[config.mk]
export PLATFORM = sky130hd
export DESIGN_NAME = tod_counter
export DESIGN_NICKNAME = d
export VERILOG_FILES = /design/src/rtl/tod_pkg.sv /design/src/rtl/tod_regs.sv /design/src/rtl/tod_step_gen.sv /design/src/rtl/tod_ns_arith.sv /design/src/rtl/tod_counter.sv
export SDC_FILE = /design/constraint.sdc
export NUM_CORES = 1
export LEC_CHECK = 0
export BUFFER_PORTS_ARGS = -buffer_cell sky130_fd_sc_hd__buf_2
export CORE_ASPECT_RATIO = 1.5
export CORE_MARGIN = 10
export CORE_UTILIZATION = 45
export CTS_CLUSTER_SIZE = 16
export DETAILED_ROUTE_END_ITERATION = 8
export GPL_TIMING_DRIVEN = 1
export PLACE_DENSITY = 0.73
export SYNTH_ARGS = -nofsm -noshare
export SYNTH_HDL_FRONTEND = slang
export SYNTH_SLANG_ARGS = --single-unit
[constraint.sdc]
create_clock -name clk -period 16.1 [get_ports clk]
set_input_delay 2.415 -clock clk [delete_from_list [all_inputs] [get_ports clk]]
set_output_delay 2.415 -clock clk [all_outputs]
set_load 0.02 [all_outputs]
[src/rtl/tod_pkg.sv]
// Package: shared address map, control and command types for the
// time-of-day counter. Assumes a 3-bit register address space.
package tod_pkg;

    localparam int unsigned ADDR_W      = 3;
    localparam int unsigned NS_DEC_WRAP = 1000000000;

    typedef enum logic [ADDR_W-1:0] {
        REG_CTRL    = 3'd0,
        REG_STEP    = 3'd1,
        REG_ADDEND  = 3'd2,
        REG_OFF_SEC = 3'd3,
        REG_OFF_NS  = 3'd4,
        REG_CMD     = 3'd5
    } tod_reg_e;

    // Control register bits: run = bit 0, fine = bit 1, binary = bit 2
    typedef struct packed {
        logic binary;
        logic fine;
        logic run;
    } tod_ctrl_t;

    // Decoded command strobe; valid only in the write cycle
    typedef struct packed {
        logic any;
        logic zero;
        logic load;
        logic adjust;
        logic subtract;
    } tod_cmd_t;

endpackage

[src/rtl/tod_regs.sv]
// Module: tod_regs
// Holds the control, increment, addend and staged time registers written
// through the simple write port, and decodes command writes into a
// single-cycle strobe. Assumes NS_W, SEC_W and ACC_W are no wider than DATA_W.
module tod_regs
    import tod_pkg::*;
#(
    parameter int unsigned DATA_W = 32,
    parameter int unsigned NS_W   = 32,
    parameter int unsigned SEC_W  = 32,
    parameter int unsigned ACC_W  = 32
) (
    input  logic                  clk,
    input  logic                  rst_n,
    input  logic                  wr_en,
    input  logic [ADDR_W-1:0]     wr_addr,
    input  logic [DATA_W-1:0]     wr_data,
    output tod_ctrl_t             ctrl_o,
    output logic [NS_W-1:0]       step_o,
    output logic [ACC_W-1:0]      addend_o,
    output logic [SEC_W-1:0]      off_sec_o,
    output logic [NS_W-1:0]       off_ns_o,
    output tod_cmd_t              cmd_o
);

    // Register writes; commands are not stored
    always_ff @(posedge clk) begin
        if (!rst_n) begin
            ctrl_o    <= '0;
            step_o    <= '0;
            addend_o  <= '0;
            off_sec_o <= '0;
            off_ns_o  <= '0;
        end else if (wr_en) begin
            case (wr_addr)
                REG_CTRL:    ctrl_o    <= tod_ctrl_t'(wr_data[2:0]);
                REG_STEP:    step_o    <= wr_data[NS_W-1:0];
                REG_ADDEND:  addend_o  <= wr_data[ACC_W-1:0];
                REG_OFF_SEC: off_sec_o <= wr_data[SEC_W-1:0];
                REG_OFF_NS:  off_ns_o  <= wr_data[NS_W-1:0];
                default: ;
            endcase
        end
    end

    // Command decode with priority clear > load > offset
    always_comb begin
        cmd_o          = '0;
        cmd_o.any      = wr_en && (wr_addr == REG_CMD);
        cmd_o.zero     = cmd_o.any && wr_data[1];
        cmd_o.load     = cmd_o.any && wr_data[0] && !wr_data[1];
        cmd_o.adjust   = cmd_o.any && wr_data[2] && !wr_data[1] && !wr_data[0];
        cmd_o.subtract = wr_data[3];
    end

endmodule

[src/rtl/tod_step_gen.sv]
// Module: tod_step_gen
// Decides on which clocks the nanosecond increment is applied. In coarse
// mode that is every advancing clock; in fine mode only clocks where the
// fractional accumulator carries out. The accumulator moves only while
// advancing in fine mode.
module tod_step_gen #(
    parameter int unsigned ACC_W = 32
) (
    input  logic             clk,
    input  logic             rst_n,
    input  logic             advance,
    input  logic             fine,
    input  logic [ACC_W-1:0] addend,
    output logic             fire
);

    logic [ACC_W-1:0] acc_q;
    logic [ACC_W:0]   acc_sum;

    // Next accumulator value with carry
    always_comb begin
        acc_sum = {1'b0, acc_q} + {1'b0, addend};
        fire    = advance && (fine ? acc_sum[ACC_W] : 1'b1);
    end

    // Accumulator state
    always_ff @(posedge clk) begin
        if (!rst_n) begin
            acc_q <= '0;
        end else if (advance && fine) begin
            acc_q <= acc_sum[ACC_W-1:0];
        end
    end

endmodule

[src/rtl/tod_ns_arith.sv]
// Module: tod_ns_arith
// Combinational nanosecond add or subtract with rollover base selected by
// mode (one billion or 2^NS_W). Reports carry on add or borrow on subtract.
// Assumes operands are below the active base.
module tod_ns_arith
    import tod_pkg::*;
#(
    parameter int unsigned NS_W = 32
) (
    input  logic [NS_W-1:0] a_i,
    input  logic [NS_W-1:0] b_i,
    input  logic            sub_i,
    input  logic            binary_i,
    output logic [NS_W-1:0] res_o,
    output logic            cross_o
);

    localparam logic [NS_W:0] DEC_BASE = (NS_W+1)'(NS_DEC_WRAP);

    logic [NS_W:0] raw;
    logic [NS_W:0] fixed;

    // Raw sum or difference, then base correction
    always_comb begin
        if (sub_i) begin
            raw     = {1'b0, a_i} - {1'b0, b_i};
            cross_o = raw[NS_W];
            fixed   = (cross_o && !binary_i) ? raw + DEC_BASE : raw;
        end else begin
            raw     = {1'b0, a_i} + {1'b0, b_i};
            cross_o = binary_i ? raw[NS_W] : (raw >= DEC_BASE);
            fixed   = (cross_o && !binary_i) ? raw - DEC_BASE : raw;
        end
        res_o = fixed[NS_W-1:0];
    end

endmodule

[src/rtl/tod_counter.sv]
// Module: tod_counter (top)
// Seconds/nanoseconds time-of-day counter with programmable increment,
// coarse or fine stepping, decimal or binary rollover, absolute load,
// clear and signed offset correction. A command in a cycle replaces the
// normal increment for that cycle.
module tod_counter
    import tod_pkg::*;
#(
    parameter int unsigned DATA_W = 32,
    parameter int unsigned NS_W   = 32,
    parameter int unsigned SEC_W  = 32,
    parameter int unsigned ACC_W  = 32
) (
    input  logic              clk,
    input  logic              rst_n,
    input  logic              wr_en,
    input  logic [ADDR_W-1:0] wr_addr,
    input  logic [DATA_W-1:0] wr_data,
    output logic [SEC_W-1:0]  sec_o,
    output logic [NS_W-1:0]   ns_o,
    output logic              sec_tick_o
);

    tod_ctrl_t         ctrl;
    tod_cmd_t          cmd;
    logic [NS_W-1:0]   step;
    logic [ACC_W-1:0]  addend;
    logic [SEC_W-1:0]  off_sec;
    logic [NS_W-1:0]   off_ns;
    logic              run_w;
    logic              binary_w;
    logic              advance;
    logic              fire;
    logic [NS_W-1:0]   step_ns;
    logic              step_cross;
    logic [NS_W-1:0]   corr_ns;
    logic              corr_cross;
    logic [SEC_W-1:0]  corr_sec;
    logic [SEC_W-1:0]  sec_q;
    logic [NS_W-1:0]   ns_q;
    logic              tick_q;

    tod_regs #(
        .DATA_W(DATA_W), .NS_W(NS_W), .SEC_W(SEC_W), .ACC_W(ACC_W)
    ) u_regs (
        .clk       (clk),
        .rst_n     (rst_n),
        .wr_en     (wr_en),
        .wr_addr   (wr_addr),
        .wr_data   (wr_data),
        .ctrl_o    (ctrl),
        .step_o    (step),
        .addend_o  (addend),
        .off_sec_o (off_sec),
        .off_ns_o  (off_ns),
        .cmd_o     (cmd)
    );

    assign run_w    = ctrl.run;
    assign binary_w = ctrl.binary;
    assign advance  = run_w && !cmd.any;

    tod_step_gen #(.ACC_W(ACC_W)) u_step_gen (
        .clk     (clk),
        .rst_n   (rst_n),
        .advance (advance),
        .fine    (ctrl.fine),
        .addend  (addend),
        .fire    (fire)
    );

    tod_ns_arith #(.NS_W(NS_W)) u_step_add (
        .a_i      (ns_q),
        .b_i      (step),
        .sub_i    (1'b0),
        .binary_i (binary_w),
        .res_o    (step_ns),
        .cross_o  (step_cross)
    );

    tod_ns_arith #(.NS_W(NS_W)) u_corr (
        .a_i      (ns_q),
        .b_i      (off_ns),
        .sub_i    (cmd.subtract),
        .binary_i (binary_w),
        .res_o    (corr_ns),
        .cross_o  (corr_cross)
    );

    // Seconds after an offset, including carry or borrow from nanoseconds
    always_comb begin
        if (cmd.subtract) begin
            corr_sec = sec_q - off_sec - SEC_W'(corr_cross);
        end else begin
            corr_sec = sec_q + off_sec + SEC_W'(corr_cross);
        end
    end

    // Time state and second tick
    always_ff @(posedge clk) begin
        if (!rst_n) begin
            sec_q  <= '0;
            ns_q   <= '0;
            tick_q <= 1'b0;
        end else begin
            tick_q <= 1'b0;
            if (cmd.zero) begin
                sec_q <= '0;
                ns_q  <= '0;
            end else if (cmd.load) begin
                sec_q <= off_sec;
                ns_q  <= off_ns;
            end else if (cmd.adjust) begin
                sec_q <= corr_sec;
                ns_q  <= corr_ns;
            end else if (fire) begin
                ns_q   <= step_ns;
                sec_q  <= sec_q + SEC_W'(step_cross);
                tick_q <= step_cross;
            end
        end
    end

    assign sec_o      = sec_q;
    assign ns_o       = ns_q;
    assign sec_tick_o = tick_q;

endmodule

* Word level (Yosys, flattened, before mapping)
Index checks and enable logic that the tools add are counted.
Widths: inputs -> output; s select.
** Cells by class
- $add $sub $neg :: 12
- Order comparisons :: 2
- Equality and inequality tests :: 5
- Muxes and demuxes :: 15
- Bitwise logic cells :: 2
- Reductions and logical operators :: 26
** Operator list (count)
- $mux 32 :: 11
- $add 32x32->33 :: 3
- $ge 33x30->1 const B :: 2
- $add 32x1->32 :: 2
- $sub 32x30->32 const B :: 2
- $sub 32x32->33 :: 1
- $add 32x30->32 const B :: 1
- $add 32x32->32 :: 1
- $sub 32x1->32 :: 1
- $sub 32x32->32 :: 1
- $logic_and 1x1->1 :: 13
- $reduce_and 2->1 :: 5
- $eq 3x2->1 const B :: 2
- $eq 3x3->1 const B :: 2
- $reduce_or 5->1 :: 1
- $logic_not 1->1 :: 4
- $mux 1 :: 4
- $eq 3x1->1 const B :: 1
- $logic_not 3->1 :: 1
- $reduce_bool 3->1 :: 1
- $not 1->1 :: 2
- $reduce_or 2->1 :: 1
** Word-level totals
- Register bits after elaboration :: 228
- Input bits :: 38
- Output and inout port bits :: 65
- Logic and storage cells :: 73

* Logic depth before layout (Yosys ltp)
Gate-level depths: netlist of the first run.
- Depth after elaboration :: 8
- Mapped depth :: 34
- Depth with buffers taken out :: 33

* Cells and area by module
Synthesis of the first run repeated with hierarchy kept, for this count alone.
** Unflattened totals
- Cells, all modules :: 3821
- Area, all modules :: 27871.7 um^2
** Modules (own cells, without submodules)
- tod_counter :: times used 1, cells an instance 1150, area each 8121.5 um^2, sequential area each 1301.2 um^2
- tod_ns_arith (u_step_add) :: times used 1, cells an instance 929, area each 6143.4 um^2, sequential area each 0.0 um^2
- tod_ns_arith (u_corr) :: times used 1, cells an instance 911, area each 6009.5 um^2, sequential area each 0.0 um^2
- tod_regs :: times used 1, cells an instance 469, area each 4848.4 um^2, sequential area each 2622.5 um^2
- tod_step_gen :: times used 1, cells an instance 362, area each 2748.9 um^2, sequential area each 640.6 um^2

* Least setup slack after synthesis of the first run
Ideal clock, no wire load.
- Path kind :: reg2reg
- Start :: register ns_q[9] (netlist: ns_o[9])
- End :: register sec_q[30] (netlist: sec_o[30])
- Setup time :: 0.092 ns
- Arrival :: 7.348 ns
- Required time :: 16.008 ns
- Setup slack :: 8.660 ns
- Cell stages (with the launch flop) :: 32
- Path buffers :: 1
- Clock period less this slack :: 7.440 ns
- Cells stage by stage :: dfxtp_1 -> ha_1 -> clkbuf_1 -> a2111oi_0 -> mux2i_1 -> nor3_1 -> ha_1 -> inv_1 -> a211oi_1 -> a2111oi_0 -> o31ai_1 -> o2111ai_2 -> a31oi_4 -> nor2_1 -> o21ai_0 -> o31ai_1 -> fa_1 -> ha_1 -> nor2_1 -> fa_1 -> a21boi_0 -> o21a_1 -> o2111ai_1 -> a21o_1 -> a31oi_1 -> nor2b_1 -> nor3b_1 -> o41ai_1 -> a21o_1 -> nand3_1 -> nor3b_1 -> o32ai_1
** On the way
- Word-level cells in the longest chain between the ends :: 8
- Elaborated cells between the ends (all ways) :: 15
- Those cells by class :: add/sub (6); order compare (2); mux (7)
** Ends and longest elaborated chain
- start, declared :: line tod_counter.sv:40 : logic [NS_W-1:0] ns_q;
- start signal, assigned :: line tod_counter.sv:112 : ns_q <= off_ns;
- start signal, assigned :: line tod_counter.sv:115 : ns_q <= corr_ns;
- start signal, assigned :: line tod_counter.sv:117 : ns_q <= step_ns;
- $add 32x32->33 :: line tod_ns_arith.sv:30 : raw = {1'b0, a_i} + {1'b0, b_i};
- $ge 33x30->1 :: line tod_ns_arith.sv:31 : cross_o = binary_i ? raw[NS_W] : (raw >= DEC_BASE);
- $mux 1 :: line tod_ns_arith.sv:31
- $mux 1 :: line tod_ns_arith.sv:25 : if (sub_i) begin
- $add 32x1->32 / $sub 32x1->32 (equally long branches) :: line tod_counter.sv:95, tod_counter.sv:93
- $mux 32 :: line tod_counter.sv:92 : if (cmd.subtract) begin
- $mux 32 * :: line tod_counter.sv:113 : end else if (cmd.adjust) begin
- $mux 32 * :: line tod_counter.sv:110 : end else if (cmd.load) begin
- end signal, assigned :: line tod_counter.sv:111 : sec_q <= off_sec;
- end signal, assigned :: line tod_counter.sv:114 : sec_q <= corr_sec;
- end signal, assigned :: line tod_counter.sv:118 : sec_q <= sec_q + SEC_W'(step_cross);
- end, declared :: line tod_counter.sv:39 : logic [SEC_W-1:0] sec_q;
Mark *: on every way between the ends. The rest lies on a longest branch, timed or not. The select of a mux whose other input is x is not followed.
A chain may end at the register's enable or synchronous reset.

* Worst setup path in the final report of the first run
- Start :: register u_regs.off_ns_o[6]
- End :: register sec_q[30] (netlist: sec_o[30])
** On the way
- Word-level cells in the longest chain between the ends :: 8
- Elaborated cells between the ends (all ways) :: 10
- Those cells by class :: add/sub (4); order compare (1); mux (5)
** Ends and longest elaborated chain
- start, declared :: line tod_regs.sv:22 : output logic [NS_W-1:0] off_ns_o,
- start signal, assigned :: line tod_regs.sv:40 : REG_OFF_NS: off_ns_o <= wr_data[NS_W-1:0];
- $add 32x32->33 :: line tod_ns_arith.sv:30
- $ge 33x30->1 :: line tod_ns_arith.sv:31
- $mux 1 :: line tod_ns_arith.sv:31
- $mux 1 * :: line tod_ns_arith.sv:25
- $add 32x1->32 / $sub 32x1->32 (equally long branches) :: line tod_counter.sv:95, tod_counter.sv:93
- $mux 32 * :: line tod_counter.sv:92
- $mux 32 * :: line tod_counter.sv:113
- $mux 32 * :: line tod_counter.sv:110
Mark *: on every way between the ends. The rest lies on a longest branch, timed or not.

==> results.ini, run 1 <==
[detailed_routing]
drtIter0Drc=1898
wire_per_inst_um=21.8
top_layer=met5
vias_per_cell=6.22
drc=0
postRouteAntennaNets=0
wl_met1_um=32200
dr_wl_met2_um=41600
dr.pass1.iters=8
vias=24532
drt_wl_total_um=86000
wl_met3_um=4410

[power]
power.internal_uw=1060
p_per_area_mw_per_mm2=67.9
clkPwrFrac_pct=31.1
p_seq_share_pct=34.5
p_leak_uw=0.0103
ir_worst_vdd_mv=0.0713
netSwitchingPower_uw=636
combPwrFrac_pct=34.4
p_sw_share_pct=37.4

[cts]
cts_max_path_buffers=3
cts_hold_buf=0
cts_resized=0
cts.reportedPaths.clkPinSlew_ns=0.07
cts_tree=built
cts_setup_buffers=0
ctsHtreeMaxLevel=1
cts_sinks=228
clockRootBuffer=clkbuf_16
cts_made_buffers=22
clkLatencyLatePin_ns=0.55

[cells_and_area]
nNetsFinal=3522
diodes=0
drive_above_1_share_pct=7.34
final_cells=3945
area_growth_pct=7.46
layout_commonest_cell=nand2_1
layout_common_cells=nand2_1, a21oi_1, dfxtp_1

[synthesis]
syn-num-nets=3521
synth_area_mm2=0.0233
synthDistinctLibCells=96
synth-seq-cells=228
synthArstFlopShare_pct=0
syn_area_per_cell_um2=7.17
synth_warnings=0
syn_inst=3252
synthFlopType=dfxtp_1
synth-edff-count=0
yosysSeqAreaShare_pct=19.6

[timing]
max_freq_mhz=107
skew_ns=0.0141
rsz0062_at_grt=no
setup_tns_ns=0
slew_violations=0
tightest_slew_ns=1.04
slew_headroom_pct=29.8
timing.final.hold_violations=0
period_needed_ns=9.36
final.setup.worst_slack_ns=6.74
setup_viol=0
post-route-period-util_pct=58.1

[critical_path]
crit_top_cell=ha_1
worstSetupStartpointType=register
max_stage_delay_ns=0.67
critical_path_class=reg2reg
critPathCaptureType=register
crit_fanout=27
arrival_ns=9.82
critPathSlowestCell=a31oi_4
cp.required_ns=16.56

[grt]
antenna_found_initial=2
grt_pass1_vias=23552
grt_pass1_wl_um=132000
overflow=0
grt_usage_pct=26.9
grt_start_max_net_pins=72

[run_status]
outcome=complete, no violations

[floorplan]
start_util_pct=45.3
die_h_um=299
ios=103
dieArea_mm2=0.0615
die_w_um=206
rows=102
coreArea_mm2=0.0514

[placement]
io_buffers=102
place_hpwl_um=66100
dp_cells=3905
dpl_worst_slack_ns=6.98
place_congestion=0.994

[run]
drv_cap=0

[hold_path]
hp-class=reg2reg

cell usage after synthesis (8+ instances only):
cell type	n	area share, %
a2111oi_0	16	0.60
a211o_1	21	0.79
a211oi_1	50	1.6
a21boi_0	13	0.42
a21o_1	58	1.9
a21oi_1	340	7.3
a221oi_1	24	0.90
a22oi_1	9	0.29
a31oi_1	30	0.81
and2_1	38	1.0
and3_1	33	0.89
buf_1	10	0.16
buf_2	15	0.32
clkbuf_1	132	2.1
dfxtp_1	228	20
fa_1	8	0.69
ha_1	223	12
inv_1	192	3.1
mux2i_1	16	0.69
nand2_1	493	7.9
nand2b_1	22	0.59
nand3_1	61	1.3
nand4_1	32	0.86
nor2_1	227	3.7
nor2b_1	31	0.83
nor3_1	88	1.9
nor3b_1	15	0.48
nor4_1	21	0.56
nor4b_1	9	0.34
o2111ai_1	10	0.38
o211a_1	13	0.56
o211ai_1	48	1.5
o21a_1	35	1.1
o21ai_0	180	3.9
o21bai_1	24	0.77
o221ai_1	14	0.53
o22ai_1	29	0.78
o311a_1	9	0.39
o31ai_1	31	1.0
or2_2	19	0.51
or3_1	34	0.91
or4_1	12	0.39
xnor2_1	151	5.7
xor2_1	49	1.8
logic make-up after synthesis:
| family | after synthesis | synth area share (%) |
|---|---|---|
| DFF | 228 | 19.6 |
| AOI/OAI and AO/OA | 1062 | 30.5 |
| adders and majority gates | 231 | 12.7 |
| and+or+nand+nor | 1159 | 23.0 |
| buffers and inverters | 351 | 5.77 |
| xor gates and xnor gates | 200 | 7.52 |
| muxes | 21 | 0.929 |
flip-flops by register name (all words and copies together) (netlist names):
register          flops
u_step_gen.acc_q     32
u_regs.off_ns_o      32
ns_o                 32
u_regs.step_o        32
u_regs.off_sec_o     32
sec_o                32
u_regs.addend_o      32
sec_tick_o            1
u_regs.ctrl_o         3
worst paths after layout:
path                            depth (start not counted)                        endpoint                             from  slack (ns)
worst max register to register                         32          sec_o[30]$_SDFFE_PP0P_  u_regs.off_ns_o[6]$_SDFFE_PN0P_        6.74
worst min register to register                          2  u_regs.step_o[22]$_SDFFE_PN0P_   u_regs.step_o[22]$_SDFFE_PN0P_        0.46
worst max-delay path                                   32          sec_o[30]$_SDFFE_PP0P_  u_regs.off_ns_o[6]$_SDFFE_PN0P_        6.74
worst min-delay path                                    2  u_regs.step_o[22]$_SDFFE_PN0P_   u_regs.step_o[22]$_SDFFE_PN0P_        0.46
metrics by stage:
step | area (um2) | hold WS, ns | total power [uW] | util (%)
2_1_floorplan | 23300 | 0.436 | 995 | -
3_3_place_gp | 24300 | 0.445 | 1160 | 47.3
3_5_place_dp | 24300 | 0.452 | 1160 | 47.3
4_1_cts | 25000 | 0.462 | 1690 | 48.7
5_1_grt | 25000 | 0.477 | 1770 | 48.7
6_report | 25000 | 0.461 | 1700 | 48.7
area by class of cell:
type | instances | area [um2]
Timing Repair Buffer | 135 | 758
Multi-Input combinational cell | 2673 | 17400
Clock inverter | 7 | 58.8
Sequential cell | 228 | 4560
Tap cell | 676 | 846
Clock buffer | 33 | 652
Inverter | 193 | 727
Fill cell | 5206 | 26400
per-layer routing:
metal	vias up	track usage, %
met1	11492	28.7
met4	4	21.7
met3	343	2.90
met5	-	0
li1	11740	-
met2	953	47.0
worst max-delay path, delay by kind of cell (launching register included):
family                   cells  cell delay, ns
buffers and inverters        2            0.12
AO/OA/AOI/OAI               16            4.83
flip-flops                   1            0.37
AND/OR/NAND/NOR              9            1.94
adder cells (fa/ha/maj)      5            1.99
power by group through the flow:
stage | sequential [uW] | clock (uW) | combinational [uW]
floorplan | 597 | 0 | 398
global placement | 598 | 0 | 567
detailed placement | 598 | 0 | 566
CTS | 585 | 538 | 571
global route | 586 | 557 | 626
finish | 586 | 529 | 585
(Power assumes the default switching activity.)
==> inputs of run 2 (changes only) <==
==> constraint.sdc (replaced) <==
create_clock -name clk -period 9.4 [get_ports clk]
set_input_delay 1.41 -clock clk [delete_from_list [all_inputs] [get_ports clk]]
set_output_delay 1.41 -clock clk [all_outputs]
set_load 0.02 [all_outputs]
==> results.ini, run 2 (synthesized netlist as in run 1, its figures left out) <==
[timing]
skew_ns=0.0183  ; +0.00424 ns
slew_headroom_pct=21.0  ; -8.8 points
tightest_slew_ns=1.18  ; +0.135 ns
max_freq_mhz=115  ; +7.5%
rsz0062_at_grt=no
timing.final.hold_violations=0  ; unchanged
period_needed_ns=8.71  ; -0.655 ns
setup_tns_ns=0  ; unchanged
post-route-period-util_pct=92.6  ; +34 points
setup_viol=0  ; unchanged
slew_violations=0  ; unchanged

[grt]
overflow=0  ; unchanged
grt_pass1_wl_um=130000  ; -1.5%
grt_start_max_net_pins=78  ; +8.3%
antenna_found_initial=1  ; -1
grt_pass1_vias=23517  ; -0.15%
grt_usage_pct=26.4  ; -0.52 points

[cts]
cts_made_buffers=23  ; +4.5%
clockRootBuffer=clkbuf_16
cts_sinks=228  ; unchanged
cts_hold_buf=0  ; unchanged
cts.reportedPaths.clkPinSlew_ns=0.07  ; about the same
cts_setup_buffers=0  ; unchanged
cts_max_path_buffers=3  ; unchanged
clkLatencyLatePin_ns=0.56  ; about the same
cts_tree=built
ctsHtreeMaxLevel=1  ; unchanged
cts_resized=0  ; unchanged

[detailed_routing]
drc=0  ; unchanged
dr.pass1.iters=5  ; -3
drtIter0Drc=1946  ; +2.5%
postRouteAntennaNets=0  ; unchanged
wire_per_inst_um=21.4  ; -1.8%
drt_wl_total_um=84500  ; -1.8%
vias=24476  ; -0.23%
vias_per_cell=6.20  ; -0.28%

[cells_and_area]
nNetsFinal=3525  ; +0.085%
diodes=0  ; unchanged
area_growth_pct=7.83
layout_commonest_cell=nand2_1
drive_above_1_share_pct=7.49  ; +0.15 points
stdcell_area_mm2=0.0251  ; +0.34%
layout_common_cells=nand2_1, a21oi_1, dfxtp_1

[power]
p_leak_uw=0.0103  ; +0.44%
finalPower_uw=2980  ; +75%
p_per_area_mw_per_mm2=119  ; +75%
ir_worst_vdd_mv=0.140  ; +96%

[critical_path]
rr_worst_depth=32  ; unchanged
crit_top_cell=ha_1
cp.required_ns=9.86  ; -6.70 ns
max_stage_delay_ns=0.63  ; -0.04 ns
worstSetupStartpointType=register
critPathCaptureType=register
critical_path_class=reg2reg
reg2reg_to=sec_o[30]$_SDFFE_PP0P_
critPathSlowestCell=fa_1
r2r-start=u_regs.off_ns_o[6]$_SDFFE_PN0P_
arrival_ns=9.16  ; -0.66 ns
rrSetupSlack_ns=0.69  ; -6.05 ns
crit_fanout=14  ; -48%

[run_status]
outcome=complete, no violations

[placement]
io_buffers=102  ; unchanged
place_congestion=0.987  ; -0.67%
place_hpwl_um=65000  ; -1.7%
place_area_mm2=0.0243  ; about the same

[hold_path]
whs_path_depth=2  ; unchanged
holdPathEnd=u_step_gen.acc_q[30]$_SDFFE_PN0P_
hp-start=u_step_gen.acc_q[30]$_SDFFE_PN0P_
hp-class=reg2reg

[floorplan]
dieArea_mm2=0.0615  ; unchanged
rows=102  ; unchanged
die_h_um=299  ; unchanged
ios=103  ; unchanged
start_util_pct=45.3  ; unchanged
coreArea_mm2=0.0514  ; unchanged
die_w_um=206  ; unchanged

[run]
drv_cap=0  ; unchanged

==> run 2: cell types whose count changed in the layout (fill, tap and decap cells not counted), sizes merged <==
cell	delta
clkbuf	-3
buf	+2
bufinv	+2
clkinv	+1
==> run 2: area by class of cell <==
class / instances / area (um2)
Inverter: 193 / 727
Tap cell: 676 / 846
Fill cell: 5226 / 26300
Sequential cell: 228 / 4560
Timing Repair Buffer: 137 / 773
Multi-Input combinational cell: 2673 / 17400
Clock buffer: 30 / 652
Clock inverter: 10 / 129
==> run 2: worst max-delay path, delay by kind of cell, from the launching register on <==
kind | cells | cell delay (ns)
and+or+nand+nor | 9 | 1.70
DFF | 1 | 0.36
AOI/OAI and AO/OA | 16 | 4.45
adders and majority gates | 5 | 1.98
buffers and inverters | 2 | 0.11
==> run 2: power by group <==
part           internal [uW]  switching [uW]  total [uW]
clock                    548             428         976
sequential               982            21.2        1000
combinational            354             645         999
==> run 2: worst max path at each step <==
stage | start | endpoint | slack [ns]
CTS | u_regs.off_ns_o[6]$_SDFFE_PN0P_ | sec_o[30]$_SDFFE_PP0P_ | 0.76
detailed placement | u_regs.off_ns_o[6]$_SDFFE_PN0P_ | sec_o[30]$_SDFFE_PP0P_ | 0.90
floorplan | ns_o[9]$_SDFFE_PP0P_ | sec_o[30]$_SDFFE_PP0P_ | 1.96
finish | u_regs.off_ns_o[6]$_SDFFE_PN0P_ | sec_o[30]$_SDFFE_PP0P_ | 0.69
global route | u_regs.off_ns_o[6]$_SDFFE_PN0P_ | sec_o[30]$_SDFFE_PP0P_ | 0.03
global placement | u_regs.off_ns_o[6]$_SDFFE_PN0P_ | sec_o[30]$_SDFFE_PP0P_ | 1.02
==> run 2: layer usage <==
metal	vias to the layer above	global-route usage, %	routed length [um]
li1	11758	-	-
met1	11554	28.1	31500
met2	849	46.9	41800
met3	313	3.11	4460
met4	2	19.2	6800
met5	-	0	17
==> run 2: per-stage QoR <==
| step | util [%] | instances | setup WS (ns) | hold slack [ns] |
|---|---|---|---|---|
| 6_report | 48.9 | 3947 | 0.694 | 0.456 |
| 5_1_grt | 48.9 | 3947 | 0.0342 | 0.475 |
| 4_1_cts | 48.9 | 3947 | 0.761 | 0.458 |
| 3_5_place_dp | 47.3 | 3907 | 0.904 | 0.450 |
| 3_3_place_gp | 47.3 | 3907 | 1.02 | 0.443 |
| 2_1_floorplan | - | 3252 | 1.96 | 0.436 |
